## src/rtl/crc_pkg.sv

```systemverilog
package crc_pkg;

    localparam int WORD_W = 32;
    localparam int BYTE_W = 8;
    localparam int LANES  = WORD_W / BYTE_W;
    localparam int HALF_W = WORD_W / 2;

    localparam logic [11:0] OFS_CTRL   = 12'h400;
    localparam logic [11:0] OFS_SEED   = 12'h410;
    localparam logic [11:0] OFS_DATA   = 12'h414;
    localparam logic [11:0] OFS_RESULT = 12'h418;

    localparam logic [WORD_W-1:0] CTRL_MASK = 32'h0000_73BF;

    typedef enum logic [3:0] {
        OP_P16A  = 4'd0,
        OP_P16B  = 4'd1,
        OP_P32A  = 4'd2,
        OP_P32B  = 4'd3,
        OP_CKSUM = 4'd8
    } op_e;

    typedef enum logic [1:0] {
        INIT_KEEP  = 2'b00,
        INIT_RSVD  = 2'b01,
        INIT_ZERO  = 2'b10,
        INIT_ONES  = 2'b11
    } init_e;

    typedef struct packed {
        logic [1:0] init;
        logic       byte_mode;
        logic       inv_out;
        logic       rev_out;
        logic       rev_in;
        logic [1:0] order;
        logic [3:0] op;
    } ctrl_t;

    function automatic ctrl_t unpack_ctrl(input logic [WORD_W-1:0] r);
        ctrl_t c;
        c.init      = r[14:13];
        c.byte_mode = r[12];
        c.inv_out   = r[9];
        c.rev_out   = r[8];
        c.rev_in    = r[7];
        c.order     = r[5:4];
        c.op        = r[3:0];
        return c;
    endfunction

    function automatic logic op_is_wide(input logic [3:0] op);
        return (op == OP_P32A) || (op == OP_P32B);
    endfunction

    function automatic logic op_is_crc(input logic [3:0] op);
        return (op == OP_P16A) || (op == OP_P16B) || op_is_wide(op);
    endfunction

    function automatic logic [WORD_W-1:0] op_poly(input logic [3:0] op);
        logic [WORD_W-1:0] p;
        unique case (op)
            OP_P16A: p = 32'h0000_8005;
            OP_P16B: p = 32'h0000_1021;
            OP_P32A: p = 32'h04C1_1DB7;
            OP_P32B: p = 32'h1EDC_6F41;
            default: p = '0;
        endcase
        return p;
    endfunction

endpackage

```

## src/rtl/crc_input_shaper.sv

```systemverilog
module crc_input_shaper
    import crc_pkg::*;
(
    input  logic [WORD_W-1:0] din,
    input  logic [1:0]        order,
    input  logic              rev_in,
    output logic [WORD_W-1:0] dout
);

    logic [WORD_W-1:0] swapped;

    always_comb begin
        unique case (order)
            2'b00: swapped = din;
            2'b01: swapped = {din[23:16], din[31:24], din[7:0], din[15:8]};
            2'b10: swapped = {din[15:0], din[31:16]};
            2'b11: swapped = {din[7:0], din[15:8], din[23:16], din[31:24]};
            default: swapped = din;
        endcase
    end

    for (genvar lane = 0; lane < LANES; lane++) begin : g_lane
        for (genvar b = 0; b < BYTE_W; b++) begin : g_bit
            assign dout[lane*BYTE_W + b] = rev_in ? swapped[lane*BYTE_W + (BYTE_W-1-b)]
                                                  : swapped[lane*BYTE_W + b];
        end
    end

endmodule

```

## src/rtl/crc_update.sv

```systemverilog
module crc_update
    import crc_pkg::*;
(
    input  logic [WORD_W-1:0] ctx,
    input  logic [WORD_W-1:0] data,
    input  logic [3:0]        op,
    input  logic              byte_mode,
    output logic [WORD_W-1:0] ctx_next
);

    function automatic logic [WORD_W-1:0] crc_fold(
        input logic [WORD_W-1:0] c_in,
        input logic [WORD_W-1:0] d,
        input logic              wide,
        input logic [WORD_W-1:0] poly,
        input logic              one_byte
    );
        logic [WORD_W-1:0] c;
        logic              fb;
        c = c_in;
        for (int i = WORD_W-1; i >= 0; i--) begin
            if (!one_byte || i < BYTE_W) begin
                fb = (wide ? c[WORD_W-1] : c[HALF_W-1]) ^ d[i];
                c  = {c[WORD_W-2:0], 1'b0};
                if (fb) c = c ^ poly;
            end
        end
        if (!wide) c[WORD_W-1:HALF_W] = '0;
        return c;
    endfunction

    function automatic logic [WORD_W-1:0] sum_fold(
        input logic [WORD_W-1:0] c_in,
        input logic [WORD_W-1:0] d,
        input logic              one_byte
    );
        logic [HALF_W+1:0] s;
        logic [HALF_W-1:0] hi, lo;
        hi = one_byte ? '0 : d[WORD_W-1:HALF_W];
        lo = one_byte ? {8'h00, d[BYTE_W-1:0]} : d[HALF_W-1:0];
        s  = {2'b00, c_in[HALF_W-1:0]} + {2'b00, hi} + {2'b00, lo};
        s  = {2'b00, s[HALF_W-1:0]} + {{HALF_W{1'b0}}, s[HALF_W+1:HALF_W]};
        s  = {2'b00, s[HALF_W-1:0]} + {{HALF_W{1'b0}}, s[HALF_W+1:HALF_W]};
        return {{HALF_W{1'b0}}, s[HALF_W-1:0]};
    endfunction

    always_comb begin
        if (op_is_crc(op))
            ctx_next = crc_fold(ctx, data, op_is_wide(op), op_poly(op), byte_mode);
        else if (op == OP_CKSUM)
            ctx_next = sum_fold(ctx, data, byte_mode);
        else
            ctx_next = ctx;
    end

    always_comb begin
        if (op == OP_CKSUM)
            p_sum_upper_zero_r10: assert (ctx_next[WORD_W-1:HALF_W] == '0);
    end

endmodule

```

## src/rtl/crc_post.sv

```systemverilog
module crc_post
    import crc_pkg::*;
(
    input  logic [WORD_W-1:0] ctx,
    input  logic              wide,
    input  logic              rev_out,
    input  logic              inv_out,
    output logic [WORD_W-1:0] result
);

    logic [WORD_W-1:0] base, rev32, rev16, stage1;

    assign base = wide ? ctx : {{HALF_W{1'b0}}, ctx[HALF_W-1:0]};

    for (genvar i = 0; i < WORD_W; i++) begin : g_rev32
        assign rev32[i] = base[WORD_W-1-i];
    end
    for (genvar i = 0; i < HALF_W; i++) begin : g_rev16
        assign rev16[i] = base[HALF_W-1-i];
    end
    assign rev16[WORD_W-1:HALF_W] = '0;

    always_comb begin
        if (!rev_out)  stage1 = base;
        else if (wide) stage1 = rev32;
        else           stage1 = rev16;

        if (!inv_out)  result = stage1;
        else if (wide) result = ~stage1;
        else           result = {{HALF_W{1'b0}}, ~stage1[HALF_W-1:0]};
    end

endmodule

```

## src/rtl/crc_accel.sv

```systemverilog
module crc_accel
    import crc_pkg::*;
#(
    parameter int ADDR_W = 12
) (
    input  logic              clk,
    input  logic              rst_n,
    input  logic              bus_valid,
    input  logic              bus_write,
    input  logic [ADDR_W-1:0] bus_addr,
    input  logic [31:0]       bus_wdata,
    output logic [31:0]       bus_rdata,
    output logic              bus_rvalid
);

    localparam logic [ADDR_W-1:0] A_CTRL   = ADDR_W'(OFS_CTRL);
    localparam logic [ADDR_W-1:0] A_SEED   = ADDR_W'(OFS_SEED);
    localparam logic [ADDR_W-1:0] A_DATA   = ADDR_W'(OFS_DATA);
    localparam logic [ADDR_W-1:0] A_RESULT = ADDR_W'(OFS_RESULT);

    logic [WORD_W-1:0] ctrl_q, ctx_q;
    ctrl_t             cfg;
    logic [WORD_W-1:0] shaped, ctx_upd, result;
    logic              wr_ctrl, wr_seed, wr_data, rd_req;
    ctrl_t             new_cfg;

    assign cfg     = unpack_ctrl(ctrl_q);
    assign new_cfg = unpack_ctrl(bus_wdata);
    assign rd_req  = bus_valid && !bus_write;
    assign wr_ctrl = bus_valid && bus_write && (bus_addr == A_CTRL);
    assign wr_seed = bus_valid && bus_write && (bus_addr == A_SEED);
    assign wr_data = bus_valid && bus_write && (bus_addr == A_DATA);

    crc_input_shaper u_shaper (
        .din    (bus_wdata),
        .order  (cfg.order),
        .rev_in (cfg.rev_in),
        .dout   (shaped)
    );

    crc_update u_update (
        .ctx       (ctx_q),
        .data      (shaped),
        .op        (cfg.op),
        .byte_mode (cfg.byte_mode),
        .ctx_next  (ctx_upd)
    );

    crc_post u_post (
        .ctx     (ctx_q),
        .wide    (op_is_wide(cfg.op)),
        .rev_out (cfg.rev_out),
        .inv_out (cfg.inv_out),
        .result  (result)
    );

    always_ff @(posedge clk or negedge rst_n) begin
        if (!rst_n) begin
            ctrl_q <= '0;
            ctx_q  <= '0;
        end else if (wr_ctrl) begin
            ctrl_q <= bus_wdata & CTRL_MASK;
            unique case (init_e'(new_cfg.init))
                INIT_ZERO: ctx_q <= '0;
                INIT_ONES: ctx_q <= '1;
                default:   ctx_q <= ctx_q;
            endcase
        end else if (wr_seed) begin
            ctx_q <= bus_wdata;
        end else if (wr_data) begin
            ctx_q <= ctx_upd;
        end
    end

    always_ff @(posedge clk or negedge rst_n) begin
        if (!rst_n) begin
            bus_rdata  <= '0;
            bus_rvalid <= 1'b0;
        end else begin
            bus_rvalid <= rd_req;
            if (rd_req) begin
                if (bus_addr == A_CTRL)        bus_rdata <= ctrl_q;
                else if (bus_addr == A_SEED)   bus_rdata <= ctx_q;
                else if (bus_addr == A_RESULT) bus_rdata <= result;
                else                           bus_rdata <= '0;
            end
        end
    end

    p_rvalid_follows_read_r1: assert property (@(posedge clk) disable iff (!rst_n)
        rd_req |=> bus_rvalid);
    p_rvalid_only_on_read_r1: assert property (@(posedge clk) disable iff (!rst_n)
        !rd_req |=> !bus_rvalid);
    p_narrow_result_r3: assert property (@(posedge clk) disable iff (!rst_n)
        !op_is_wide(cfg.op) |-> (result[31:16] == '0));
    p_init_zero_r4: assert property (@(posedge clk) disable iff (!rst_n)
        (wr_ctrl && bus_wdata[14:13] == 2'b10) |=> (ctx_q == '0));
    p_init_ones_r4: assert property (@(posedge clk) disable iff (!rst_n)
        (wr_ctrl && bus_wdata[14:13] == 2'b11) |=> (ctx_q == '1));
    p_seed_load_r5: assert property (@(posedge clk) disable iff (!rst_n)
        wr_seed |=> (ctx_q == $past(bus_wdata)));
    p_ctx_hold_r11: assert property (@(posedge clk) disable iff (!rst_n)
        !(bus_valid && bus_write) |=> $stable(ctx_q));
    p_bad_op_hold_r11: assert property (@(posedge clk) disable iff (!rst_n)
        (wr_data && !op_is_crc(cfg.op) && cfg.op != OP_CKSUM) |=> $stable(ctx_q));

endmodule

```

## config.mk

```make
export PLATFORM = sky130hd
export DESIGN_NAME = crc_accel
export DESIGN_NICKNAME = d
export VERILOG_FILES = /design/src/rtl/crc_pkg.sv /design/src/rtl/crc_input_shaper.sv /design/src/rtl/crc_update.sv /design/src/rtl/crc_post.sv /design/src/rtl/crc_accel.sv
export SDC_FILE = /design/constraint.sdc
export NUM_CORES = 1
export LEC_CHECK = 0
export BUFFER_PORTS_ARGS = -buffer_cell sky130_fd_sc_hd__buf_2
export CAP_MARGIN = 40
export CORE_UTILIZATION = 50
export CTS_CLUSTER_DIAMETER = 30
export CTS_CLUSTER_SIZE = 25
export DETAILED_ROUTE_END_ITERATION = 8
export GPL_TIMING_DRIVEN = 0
export PLACE_DENSITY = 0.67
export SLEW_MARGIN = 10
export SYNTH_ARGS = -nofsm -noshare
export SYNTH_HDL_FRONTEND = slang
export SYNTH_HIERARCHICAL = 1
export SYNTH_SLANG_ARGS = --single-unit
```

## constraint.sdc

```tcl
create_clock -name clk -period 28.3 [get_ports clk]
set_clock_uncertainty 0.1 [all_clocks]
set_input_delay 5.66 -clock clk [delete_from_list [all_inputs] [get_ports clk]]
set_output_delay 5.66 -clock clk [all_outputs]
set_load 0.005 [all_outputs]
```

# Word-level counts from Yosys, hierarchy flattened
# Index checks and enable logic that the tools add are counted.
dict set report totals {
  word_cells 273
  ff_bits 77
  output_inout_bits 33
}
dict set report op_classes {
  n_bitwise 66
  reduce_logical 14
  eq_ne 14
  n_mux 171
  n_addsub 4
}
# op count
set ops {}
lappend ops {{32-bit 2-to-1 mux} 101}
lappend ops {{32-bit bitwise XOR} 32}
lappend ops {{32-bit case mux with 4 select lines} 1}
lappend ops {{29-bit case mux with 4 select lines} 1}
lappend ops {{1-bit 2-to-1 mux} 64}
lappend ops {{32-bit case mux with 2 select lines} 1}
lappend ops {{12-bit by 11-bit == test with 1-bit output, second input constant} 4}
lappend ops {{16-bit 2-to-1 mux} 3}
lappend ops {{32-bit inverter} 1}
lappend ops {{1-bit bitwise XOR} 32}
lappend ops {{18-bit by 16-bit adder with 18-bit output} 1}
lappend ops {{16-bit by 16-bit adder with 17-bit output} 1}
lappend ops {{16-bit by 2-bit adder with 17-bit output} 1}
lappend ops {{16-bit by 2-bit adder with 16-bit output} 1}
lappend ops {{16-bit inverter} 1}
lappend ops {{2-bit == test, second input constant} 4}
lappend ops {{4-bit by 2-bit == test with 1-bit output, second input constant} 2}
lappend ops {{1-bit logical AND} 5}
lappend ops {{4-bit by 1-bit == test with 1-bit output, second input constant} 1}
lappend ops {{4-bit == test, second input constant} 1}
lappend ops {{4-bit zero test} 1}
lappend ops {{4-bit nonzero test} 1}
lappend ops {{1-bit logical OR} 3}
lappend ops {{3-bit by 1-bit != test with 1-bit output, second input constant} 1}
lappend ops {{other kinds (5)} 5}

# Longest topological paths before layout
# Gate-level depths: netlist of run 1.
dict set report logic_depth {
  depth_word 159
  mapped_depth 79
  ltp_nobuf 67
}

# By module
# Netlist of run 1, hierarchy kept.
# module n_inst cells_each area_per_inst_um2 seq_area_each_um2
set modules_own_cells {}
lappend modules_own_cells {crc_update 1 2226 15547.4 0.0}
lappend modules_own_cells {crc_accel 1 404 4257.8 1926.8}
lappend modules_own_cells {crc_input_shaper 1 76 1285.0 0.0}
lappend modules_own_cells {crc_post 1 125 962.2 0.0}

# Worst setup path before layout of run 1
# OpenSTA, ideal clock, no wires.
dict set report synth_path {
  path_kind {input -> register}
  startpoint {in bus_wdata[6]}
  endpoint {reg ctx_q[5]}
  arrival_time_ns 24.669
  t_required_ns 28.045
  path_slack_ns 3.376
  stages 73
  setup_time_ns 0.155
  path_buffers 6
  path_cell_list {mux4_1 > mux2_2 > clkbuf_1 > nor3b_1 > o21a_1 > o21ai_1 > mux2_2 > and4b_1 > nor4_4 > mux2i_4 > xnor2_1 > or2_1 > or4_1 > buf_4 > a31oi_4 > nor4b_1 > or4_1 > buf_6 > [... 37 more ...] > o2111ai_1 > or2_1 > buf_4 > mux2_4 > nor3_4 > xnor3_1 > or3_1 > a31oi_4 > xnor3_1 > nor3b_1 > o31ai_4 > xnor2_2 > or4b_1 > o2111ai_1 > o21ai_0 > a31o_1 > mux2i_1 > a221oi_2}
}
dict set report synth_between {
  elab_chain_len 151
  elab_cells_between_ends 195
}
# element line_no
set synth_rtl {}
lappend synth_rtl {{start, declared} crc_accel.sv:11} ;# input logic [31:0] bus_wdata,
lappend synth_rtl {{32-bit case mux with 4 select lines *} crc_input_shaper.sv:13} ;# unique case (order)
lappend synth_rtl {{1-bit 2-to-1 mux *} crc_input_shaper.sv:24} ;# assign dout[lane*BYTE_W + b] = rev_in ? swapped[lane*BYTE_W + (BYTE_W-1-b)]
lappend synth_rtl {{via shaped[30]} crc_accel.sv:23} ;# logic [WORD_W-1:0] shaped, ctx_upd, result;
lappend synth_rtl {{1-bit bitwise XOR} crc_update.sv:23} ;# fb = (wide ? c[WORD_W-1] : c[HALF_W-1]) ^ d[i];
lappend synth_rtl {{32-bit 2-to-1 mux} crc_update.sv:25} ;# if (fb) c = c ^ poly;
lappend synth_rtl {{32-bit 2-to-1 mux} crc_update.sv:22} ;# if (!one_byte || i < BYTE_W) begin
lappend synth_rtl {{32-bit 2-to-1 mux} crc_update.sv:48} ;# if (op_is_crc(op))
lappend synth_rtl {{1-bit 2-to-1 mux} crc_update.sv:23}
lappend synth_rtl {{[... 137 more ...]} n/a}
lappend synth_rtl {{1-bit 2-to-1 mux} crc_update.sv:23}
lappend synth_rtl {{1-bit bitwise XOR} crc_update.sv:23}
lappend synth_rtl {{32-bit 2-to-1 mux} crc_update.sv:25}
lappend synth_rtl {{32-bit 2-to-1 mux *} crc_update.sv:48}
lappend synth_rtl {{via ctx_upd[5]} crc_accel.sv:23}
lappend synth_rtl {{32-bit 2-to-1 mux *} crc_accel.sv:70} ;# end else if (wr_data) begin
lappend synth_rtl {{32-bit 2-to-1 mux *} crc_accel.sv:68} ;# end else if (wr_seed) begin
lappend synth_rtl {{32-bit 2-to-1 mux *} crc_accel.sv:61} ;# end else if (wr_ctrl) begin
lappend synth_rtl {{end signal, assigned} crc_accel.sv:66} ;# default: ctx_q <= ctx_q;
lappend synth_rtl {{end signal, assigned} crc_accel.sv:69} ;# ctx_q <= bus_wdata;
lappend synth_rtl {{end signal, assigned} crc_accel.sv:71} ;# ctx_q <= ctx_upd;
lappend synth_rtl {{end, declared} crc_accel.sv:21} ;# logic [WORD_W-1:0] ctrl_q, ctx_q;
# Mark *: on every way through the listed nets, which the timed path passes. The rest lies on a longest branch. The select of a mux whose other input is x is not followed.
# A chain may end at the register's enable or synchronous reset.

# Worst setup path after layout of run 1
dict set report layout_path {
  startpoint {in bus_wdata[14]}
  endpoint {reg ctx_q[15]}
}
# Same word-level chain as after synthesis.

==> metrics.txt, run 1 <==
final hold vios 0; Core Util, Final 0.548; register area share after synthesis 0.0874; # rows 76; initial antenna violation count 2; clock-pin slew on the worst setup and hold paths about 0.06 ns; Slew Limit Fails 0; Cells after Synth around 2.8k; routed len/inst 27.3 um; Yosys reg bits 77; Initial DRT Pass Iterations 6; CP Max Fanout 10; Synth top area share 0.210; Crit Path Category in2reg; Residual DRC 0; clock insertion delay at the later pin of the skew report 0.35 ns; total number of vias 23.0k; CTS tree yes; Int Pwr 0.711 mW; Starting Density 0.510; area grow syn2layout 7.61%; Inserted Clock Buffers 9; ys async rst share 1.00; htree depth 3; RSZ-0062 raised after global routing no; port bufs 80; peak supply drop 0.109 mV; Tcrit/Tclk final 0.973; Core Region 0.0433 mm^2; crit path time final around 28 ns; Cell Pwr Density 63.2 mW/mm^2; Max-slew headroom 0.298; die width 212 um; syn nets 2916; largest net degree at the start of global routing just under 60; outcome complete, no violations; Worst EP required ~28 ns; hold slack roughly 0.37 ns; Comb pwr share 0.848; Sw Share 0.526; Flop pwr share 0.078; vias per cell 6.52; first-pass GRT wire length 141000 um; Synth area leaders xnor2_1, dfrtp_1, xor2_1; DR iter-0 viols 2673; worst slew pin tran between 1 and 1.5 ns; EDFF count, synth 0; number of global-route vias before repair 21.5k; Die Y-Extent 212 um; critical path startpoint category input pin; dominant cell type by area after synthesis xnor2_1; CTS Buffer Depth 2; Syn. warnings 6; dominant synthesized flop cell dfrtp_1; total gr overflow 0; WP data arrival roughly 28 ns; most instantiated library cell after synthesis xnor2_1; FMAX 36.3 MHz; GR Util All Layers 0.425; mean post-synth cell area 7.79 um^2; clock share of power 0.073; fin nets 3026; Distinct cells, synth 124; Crit. End Element register; final WL 96500 um; Max-cap violations 0; Placer Congestion 1.04; DP HPWL 76700 um; I/O Pins 81; clk sinks 77; final instance area around 0.024 mm^2; CTS root buf clkbuf_16; n_diodes 0; slowest stage cell, crit path or4_1; switching pwr a little under 0.8 mW; PnR Total Power 1.50 mW; CP max stage delay 0.62 ns; share of cells above drive strength 1 0.136; Final setup viols 0; Post-DP Area 0.0234 mm^2; type of the worst min-delay path reg2reg; leakage 9.08 nW; synth cell count leaders xnor2_1, nand2_1, nor2_1; number of antenna-violating nets in the routed design 0; full die area around 0.045 mm^2; Mapped Area 0.0221 mm^2
kinds of logic after synthesis:
| logic type | after synthesis | synth area share |
|---|---|---|
| muxes | 206 | 0.124 |
| and+or+nand+nor | 1005 | 0.228 |
| adders and majority gates | 37 | 0.0271 |
| DFF | 77 | 0.0874 |
| AOI/OAI and AO/OA | 551 | 0.180 |
| buffers and inverters | 280 | 0.0744 |
| xor gates and xnor gates | 675 | 0.280 |
critical path: cells and delay by family:
family / cells / cell delay, ns
AO/OA/AOI/OAI: 21 / 5.90
XOR/XNOR: 8 / 3.04
buffers and inverters: 6 / 1.12
multiplexers: 10 / 3.46
AND/OR/NAND/NOR: 28 / 8.34
power by group through the flow:
stage	registers (mW)	logic, mW	clock network (mW)
floorplan	0.117	0.928	0
global placement	0.119	1.20	0
detailed placement	0.119	1.23	0
CTS	0.117	1.23	0.111
global route	0.118	1.34	0.116
finish	0.118	1.27	0.110
cell usage in the layout (no fill, tap or decap), types with 26 or more instances in the layout:
master and instances:
xnor2_1 528, nand2_1 280, nor2_1 265, a21oi_1 143, xor2_1 125, mux2i_1 108
buf_2 107, o21ai_0 106, clkbuf_1 84, nand3_1 77, dfrtp_1 77, inv_1 72
nor3_1 61, buf_6 59, and2_1 58, mux2_2 46, nor4_1 42, buf_4 34
a221oi_2 30, and3_1 28, or3_1 26
through the flow:
step | TNS (ns) | worst slack, ns | cells
2_1_floorplan | 0 | 3.38 | 2831
3_3_place_gp | -7.61 | -0.677 | 3496
3_5_place_dp | -0.0188 | -0.0188 | 3515
4_1_cts | 0 | 0.249 | 3531
5_1_grt | 0 | 0.0546 | 3531
6_report | 0 | 0.760 | 3531
registers in the layout (all words and copies together) (netlist names):
register	count
bus_rdata	32
bus_rvalid	1
ctx_q	32
ctrl_q	12
layout make-up:
type                            count  area, um^2
Sequential cell                    77        1930
Fill cell                        4294       19500
Buffer                            205        1360
Inverter                           74         278
Clock inverter                      7        52.6
Tap cell                          585         732
Timing Repair Buffer              100         592
Multi-Input combinational cell   2474       18600
Clock buffer                        9         225
routing by layer:
metal  wire, um  vias to the layer above  track usage  share of wire
li1           -                    10218            -              -
met1      38800                    11162        0.560           0.40
met2      42400                     1377        0.669           0.44
met5         69                        -            0        0.00071
met4       5240                        2        0.198          0.054
met3       9960                      256       0.0787           0.10
repair_timing:
action / 4_1_cts / 5_1_grt
setup endpoints to repair: 0 / 29
setup buffers: 0 / 1
hold buffers: 0 / 0
gates resized for setup: 0 / 15
final timing paths:
| check | start | to | slack (ns) | depth (start not counted) |
|---|---|---|---|---|
| worst max-delay path | bus_wdata[14] | ctx_q[15] | 0.76 | 73 |
| worst min-delay path | bus_rdata[28] | bus_rdata[28] | 0.37 | 2 |
| worst max register to register | ctrl_q[5] | ctx_q[15] | 5.37 | 74 |
| worst min register to register | bus_rdata[28] | bus_rdata[28] | 0.37 | 2 |
| max in group asynchronous | rst_n | bus_rdata[27] | 22.40 | 2 |
| min in group asynchronous | rst_n | ctx_q[4] | 5.10 | 1 |
No activity file was read; power rests on OpenSTA's default activity.
==> inputs of run 2 (changes only) <==
--- a/config.mk
+++ b/config.mk
@@ -12,7 +12,7 @@
 export CTS_CLUSTER_SIZE = 25
 export DETAILED_ROUTE_END_ITERATION = 8
 export GPL_TIMING_DRIVEN = 0
-export PLACE_DENSITY = 0.67
+export PLACE_DENSITY = 0.69
 export SLEW_MARGIN = 10
 export SYNTH_ARGS = -nofsm -noshare
 export SYNTH_HDL_FRONTEND = slang
==> constraint.sdc (replaced) <==
create_clock -name clk -period 24 [get_ports clk]
set_clock_uncertainty 0.1 [all_clocks]
set_input_delay 4.8 -clock clk [delete_from_list [all_inputs] [get_ports clk]]
set_output_delay 4.8 -clock clk [all_outputs]
set_load 0.005 [all_outputs]
==> metrics.txt, run 2 (synthesis results as in run 1) <==
pre-CTS setup slack -3.64 ns (was -0.0188 ns); RR Endpoint ctx_q[5] (was ctx_q[15]); CTS Hold Bufs 0 (unchanged); CTS tree yes (unchanged); Initial DRT Pass Iterations 6 (unchanged); share of cells above drive strength 1 0.206 (was 0.136); total number of vias 23.7k (was 23.0k); Slew Limit Fails 0 (unchanged); FMAX 42.2 MHz; Tcrit/Tclk final 0.988; Comb pwr share 0.864 (was 0.848); Hold Path Depth 2 (unchanged); hold path endpoint bus_rdata[6] (was bus_rdata[28]); final hold vios 0 (unchanged); crit path time final 23.72 ns; Cell Pwr Density 79.1 mW/mm^2 (was 63.2 mW/mm^2); DP HPWL 74200 um (was 76700 um); Non-Filler Instances 3625 (was 3531); clock-pin slew on the worst setup and hold paths 0.06 ns (about the same); worst setup margin 0.278 ns (was 0.760 ns); full die area 0.0449 mm^2 (unchanged); final setup TNS 0 ns (unchanged); Worst EP required 24.09 ns (was 28.39 ns); Int Pwr 1.02 mW (was 0.711 mW); hold slack 0.369 ns (was 0.374 ns); FF-to-FF Start ctrl_q[5] (unchanged); Crit. End Element register (unchanged); Worst R2R Path Depth 77 (was 74); Most Frequent Cell on Critical Path mux2_4; reg-to-reg setup timing slack 4.08 ns (was 5.37 ns); fin nets 3122 (was 3026); Starting Density 0.510 (unchanged); RSZ-0062 raised after global routing yes (was no); I/O Pins 81 (unchanged); beginning of the worst hold path bus_rdata[6] (was bus_rdata[28]); number of antenna-violating nets in the routed design 0 (unchanged); routed len/inst 26.5 um (was 27.3 um); switching pwr 1.01 mW (was 0.788 mW); DR iter-0 viols 2964 (was 2673); clock share of power 0.068 (was 0.073); first-pass GRT wire length 140000 um (was 141000 um); vias per cell 6.53 (was 6.52); WP data arrival 23.81 ns (was 27.63 ns); port bufs 80 (unchanged); type of the worst min-delay path reg2reg (unchanged); CTS root buf clkbuf_16 (unchanged); CTS Buffer Depth 2 (unchanged); most common cell after layout, fill and taps aside xnor2_1 (unchanged); Flop pwr share 0.068 (was 0.078); top flop regs bus_rdata (32), ctx_q (32), ctrl_q (12) (unchanged); Placer Congestion 1.03 (was 1.04); area grow syn2layout 16.6% (was 7.61%); largest net degree at the start of global routing 59 (unchanged); # rows 76 (unchanged); number of global-route vias before repair 22.3k (was 21.5k); htree depth 3 (unchanged); critical path startpoint category input pin (unchanged); Sw Share 0.497 (was 0.526); PnR Total Power 2.03 mW (was 1.50 mW); CP max stage delay 0.61 ns (was 0.62 ns); Residual DRC 0 (unchanged); initial antenna violation count 3 (was 2); Inserted Clock Buffers 9 (unchanged); final WL 96000 um (was 96500 um); outcome complete, no violations (unchanged); Max-slew headroom 0.328 (was 0.298); worst slew pin tran 1.00 ns (was 1.04 ns); slowest stage cell, crit path or4_4 (was or4_1); Die Y-Extent 212 um (unchanged); clock insertion delay at the later pin of the skew report 0.34 ns (was 0.35 ns); Crit Path Category in2reg (unchanged); leakage 9.95 nW (was 9.08 nW); CP Max Fanout 10 (unchanged); Final setup viols 0 (unchanged); commonest cells after routing, fill and taps aside xnor2_1, nand2_1, nor2_1 (unchanged); clk sinks 77 (unchanged); die width 212 um (unchanged); Core Region 0.0433 mm^2 (unchanged); total gr overflow 0 (unchanged); GR Util All Layers 0.415 (was 0.425); n_diodes 0 (unchanged); Max-cap violations 0 (unchanged); Placed Instances 3511 (was 3515); peak supply drop 0.190 mV (was 0.109 mV)
-- run 2: changes by cell type in the layout (fill, tap and decap cells not counted), moves of 8 or more --
cell | previous run | this run
mux2i_1 | 108 | 94
xnor2_4 | 1 | 9
buf_4 | 34 | 125
mux2_4 | 13 | 21
xnor2_2 | 2 | 15
mux2_2 | 46 | 38
buf_2 | 107 | 95
xnor2_1 | 528 | 507
-- run 2: cell type report --
type / count / area (um^2)
clock inverter: 1 / 30.0
multi-input combinational: 2474 / 19600
tap: 585 / 732
fill: 3944 / 17500
clock buffer: 13 / 270
inverter: 74 / 278
timing repair buffer: 198 / 1450
buffer: 203 / 1400
sequential: 77 / 1930
-- run 2: worst max path at each step --
stage	startpoint	to	slack, ns	depth (start not counted)
6_report	bus_wdata[8]	ctx_q[5]	0.28	77
5_1_grt	bus_wdata[8]	ctx_q[5]	-0.22	76
4_1_cts	bus_wdata[15]	ctx_q[5]	0.0005	77
3_5_place_dp	bus_wdata[14]	ctx_q[5]	-3.64	72
3_3_place_gp	bus_wdata[14]	ctx_q[5]	-3.85	69
2_1_floorplan	bus_wdata[6]	ctx_q[5]	0.05	73
-- run 2: metrics by stage --
step	util	instance area, um^2
6_report	0.594	25700
5_1_grt	0.594	25700
4_1_cts	0.567	24500
3_5_place_dp	0.540	23400
3_3_place_gp	0.536	23200
2_1_floorplan	-	22100
-- run 2: worst max-delay path: cells and delay by family --
family | cells | cell delay, ns
AND/OR/NAND/NOR | 26 | 7.33
AO/OA/AOI/OAI | 20 | 4.53
multiplexers | 13 | 4.08
buffers and inverters | 10 | 1.58
XOR/XNOR | 8 | 1.45
-- run 2: power by group through the flow --
| stage | combinational [mW] | clock [mW] | sequential, mW |
|---|---|---|---|
| CTS | 1.58 | 0.140 | 0.138 |
| global route | 1.83 | 0.145 | 0.139 |
| global placement | 1.42 | 0 | 0.140 |
| floorplan | 1.09 | 0 | 0.138 |
| finish | 1.76 | 0.139 | 0.139 |
| detailed placement | 1.45 | 0 | 0.141 |
-- run 2: timing repair --
item / CTS / global route
setup buffers: 36 / 64
cloned: 0 / 1
gates resized for setup: 99 / 152
hold endpoints to repair: 0 / 0
setup endpoints to repair: 32 / 31
pin swaps: 30 / 73
-- run 2: layer usage --
| layer | GRT usage | vias to the layer above | routed length (um) |
|---|---|---|---|
| li1 | - | 10396 | - |
| met1 | 0.531 | 11278 | 37200 |
| met2 | 0.648 | 1604 | 41600 |
| met3 | 0.0938 | 389 | 10800 |
| met4 | 0.222 | 2 | 6440 |
| met5 | 0 | - | 11 |
